===== src/rtl/umem_port_arbiter.sv =====
module umem_port_arbiter #(
  parameter int ADDR_W = 32,
  parameter int DATA_W = 32,
  parameter int PC_STEP = 4,
  parameter logic [ADDR_W-1:0] RESET_PC = '0,
  parameter logic [DATA_W-1:0] NOP_WORD = '0
) (
  input  logic              clk,
  input  logic              rst_n,
  input  logic              fetch_en_i,
  input  logic              dreq_i,
  input  logic              dwe_i,
  input  logic [ADDR_W-1:0] daddr_i,
  input  logic [DATA_W-1:0] dwdata_i,
  output logic              mem_en_o,
  output logic              mem_we_o,
  output logic [ADDR_W-1:0] mem_addr_o,
  output logic [DATA_W-1:0] mem_wdata_o,
  input  logic [DATA_W-1:0] mem_rdata_i,
  output logic              stall_fetch_o,
  output logic [ADDR_W-1:0] pc_o,
  output logic [DATA_W-1:0] ifid_instr_o,
  output logic [ADDR_W-1:0] ifid_pc_o,
  output logic              ifid_valid_o,
  output logic              dec_bubble_o
);
  localparam logic [ADDR_W-1:0] STEP = ADDR_W'(PC_STEP);

  logic              fetch_win;
  logic [ADDR_W-1:0] pc_q;

  assign fetch_win     = fetch_en_i & ~dreq_i;
  assign stall_fetch_o = fetch_en_i & dreq_i;
  assign mem_en_o      = dreq_i | fetch_en_i;
  assign mem_we_o      = dreq_i & dwe_i;
  assign mem_addr_o    = dreq_i ? daddr_i : pc_q;
  assign mem_wdata_o   = dwdata_i;
  assign pc_o          = pc_q;

  always_ff @(posedge clk) begin
    if (!rst_n) begin
      pc_q         <= RESET_PC;
      ifid_instr_o <= NOP_WORD;
      ifid_pc_o    <= RESET_PC;
      ifid_valid_o <= 1'b0;
      dec_bubble_o <= 1'b0;
    end else begin
      dec_bubble_o <= stall_fetch_o;
      ifid_valid_o <= fetch_win;
      if (fetch_win) begin
        pc_q         <= pc_q + STEP;
        ifid_instr_o <= mem_rdata_i;
        ifid_pc_o    <= pc_q;
      end
    end
  end


  pc_advance_chk: assert property (@(posedge clk) disable iff (!rst_n)
    (fetch_en_i && !dreq_i) |=> (pc_o == $past(pc_o) + STEP) && ifid_valid_o);


  stall_hold_chk: assert property (@(posedge clk) disable iff (!rst_n)
    stall_fetch_o |=> $stable(pc_o) && $stable(ifid_instr_o) && !ifid_valid_o && dec_bubble_o);


  fetch_no_write_chk: assert property (@(posedge clk) disable iff (!rst_n)
    !dreq_i |-> !mem_we_o);


  data_owns_port_chk: assert property (@(posedge clk) disable iff (!rst_n)
    stall_fetch_o |-> dreq_i && (mem_addr_o == daddr_i));


  idle_fetch_chk: assert property (@(posedge clk) disable iff (!rst_n)
    !fetch_en_i |=> !ifid_valid_o && !dec_bubble_o && $stable(pc_o));
endmodule


===== config.mk =====
export PLATFORM = sky130hd
export DESIGN_NAME = umem_port_arbiter
export DESIGN_NICKNAME = d
export VERILOG_FILES = /design/src/rtl/umem_port_arbiter.sv
export SDC_FILE = /design/constraint.sdc
export NUM_CORES = 1
export LEC_CHECK = 0
export BUFFER_PORTS_ARGS = -buffer_cell sky130_fd_sc_hd__buf_2
export CAP_MARGIN = 15
export CORE_AREA = 3 3 102 104
export DETAILED_ROUTE_END_ITERATION = 7
export DIE_AREA = 0 0 105 107
export HOLD_SLACK_MARGIN = 0.02
export PLACE_DENSITY_LB_ADDON = 0.08
export SYNTH_ARGS = -nofsm -noshare
export SYNTH_HDL_FRONTEND = slang
export SYNTH_SLANG_ARGS = --single-unit

===== constraint.sdc =====
create_clock -name clk -period 5.3 [get_ports clk]
set_input_delay 1.06 -clock clk [delete_from_list [all_inputs] [get_ports clk]]
set_output_delay 1.06 -clock clk [all_outputs]
set_load 0.01 [all_outputs]

==> flow_summary.ini <==
[power_and_ir_drop]
ir_drop_v = 0.000101
power_density_nw_per_um2 = 250
leakage_nw = 2.33

[setup_path]
end_kind = primary output
worstSetupPathType = in -> out
worstPathRequired_ns = 4.24
crit_fanout = 46
arrival_ns = 2.32
worst_setup_path_start_kind = input pin

[clock_network]
insertion_delay_ns = 0.35
ctsLongestPathBuffers = 2
tritoncts = yes
postCtsSetupBuffers = 0
numCtsBuffers = 9
cts_root_buf = clkbuf_8
htree_levels = 3
cts.clk_slew.worst_paths_ns = 0.08
hold_buffers = 0
cts.sinks = 94
post_cts_resize_count = 0

[synth]
synth_largest_area_cell = dfxtp_1
synthMuxAreaShare = 0.0777
synth_seq_cells = 94
yosysSeqAreaShare = 0.443
synthMostInstantiatedCell = nand2_1
synth_top_area_frac = 0.443
netlist_top_cells_area = dfxtp_1, nand2_1, a21oi_1, buf_4, mux2_2
async_flop_share = 0
synth_cell_type_count = 37
synth-simple-area-share = 0.233
netlist_top_cells_count = nand2_1, dfxtp_1, a21oi_1
ys.flop_type = dfxtp_1
syn-cell-area_um2 = 4250
synth_edf_count = 0
synthCells = 526
synth_xor_area_frac = 0.0206
synth_top_family_by_area = simple AND/OR/NAND/NOR gates
avgSynthCellArea_um2 = 8.08
yosys_warnings = 0
synth_fa_ha_area_frac = 0.00294
synth-compound-area-share = 0.117

[status]
status = complete, no violations

[drt]
firstDrtPassIters = 4
post-route-drc-count = 0
via_count = 4046
wl_um = 11300
drt-vias-per-instance = 5.01
drt_iter0_markers = 120
wl_per_cell_um = 14.0
ant_nets = 0

[timing]
tightest_slew_ns = 0.971
fin_crit_ns = 3.38
maxSlewHeadroom = 0.352
hold_viol_final = 0
slew_violations = 0
period_share = 0.638
finalSetupViolations = 0
rsz0062_at_grt = false
whs_ns = 0.454
finClkSkew_ns = 0.00875
max_freq_mhz = 296
setup_tns_ns = 0

[place]
io_buffers = 197
place_area_um2 = 5020
place.gp.congestion = 0.746
dp_cells = 791
dpl.hpwl_um = 7950

[floorplan]
die-area_um2 = 11200
ios = 266
dieWidth_um = 105
die_h_um = 107
core_area_um2 = 9640
rows = 36
initial_core_util = 0.441

[global_route]
grt_max_degree = 57
grt_usage = 0.195
antenna_found_initial = 0
first_global_vias = 3686
grt_pass1_wl_um = 17900
grt_overflow_total = 0

[layout]
n_antenna_cell = 0
final_area_um2 = 5230
drive_gt1_frac = 0.373
final_cells = 808
nets = 772
synthToLayoutAreaGrowth_pct = 23.1

[flow_run]
drv_cap = 0

[hold_path]
hold_path.class = reg -> reg
placed cells by master, fill, tap and decap left out, types with 5 or more instances in the layout:
master and count:
a21oi_1 76, nand4_1 5, o31ai_1 8, o21ai_0 11
nand2b_1 5, or4_1 8, nor4_1 8, dfxtp_1 94
xnor2_1 9, buf_2 197, inv_1 6, mux2i_1 6
clkbuf_8 11, nand2_1 147, mux2_2 24, nand3_1 7
nor2_1 11
kinds of logic after synthesis:
| logic type | count (synthesis) |
|---|---|
| flops | 94 |
| fa+ha+maj | 1 |
| buf+inv | 78 |
| xor+xnor | 10 |
| simple gates | 217 |
| compound gates | 95 |
| mux | 30 |
| other cells | 1 |
worst paths after layout:
kind,startpoint,to,slack (ns),cells past startpoint
setup / recovery,dreq_i,mem_addr_o[22],1.92,3
hold / removal,ifid_pc_o[3],ifid_pc_o[3],0.45,2
setup reg to reg,pc_o[2],pc_o[26],2.81,5
hold reg to reg,ifid_pc_o[3],ifid_pc_o[3],0.45,2
layout make-up:
| type | count | area (um^2) |
|---|---|---|
| clock inverters | 4 | 31.3 |
| clock buffers | 12 | 155 |
| fillers | 985 | 4410 |
| multi-input cells | 357 | 1940 |
| well taps | 133 | 166 |
| repair buffers | 201 | 1030 |
| inverters | 7 | 26.3 |
| flip-flops and latches | 94 | 1880 |
per-stage QoR:
stage                     power [mW]  setup WS, ns  utilization
after CTS                       1.32          1.90        0.541
after global routing            1.37          1.81        0.543
after floorplan                0.844          2.34            -
final                           1.31          1.92        0.543
after global placement         0.879          1.93        0.521
after detailed placement       0.882          1.89        0.521
state kept, by name, summed over array words and instances (netlist names):
name / count
ifid_instr_o: 32
ifid_pc_o: 30
pc_o: 30
dec_bubble_o: 1
ifid_valid_o: 1
worst max-delay path, stage by stage:
cell	delay, ns
buf_2	0.69
mux2_2	0.41
buf_2	0.14
routing by layer:
metal / vias up / track usage / routed length (um)
met5: - / 0 / 0
met3: 27 / 0.0482 / 792
met1: 1867 / 0.231 / 4770
met4: 0 / 0.0684 / 225
li1: 2009 / - / -
met2: 143 / 0.342 / 5560
report_power, final:
part / switching (mW) / total [mW] / internal, mW
Clock: 0.246 / 0.443 / 0.197
Combinational: 0.0775 / 0.138 / 0.0604
Sequential: 0.00762 / 0.726 / 0.719
Total: 0.331 / 1.31 / 0.976
No activity file was read; power rests on OpenSTA's default activity.
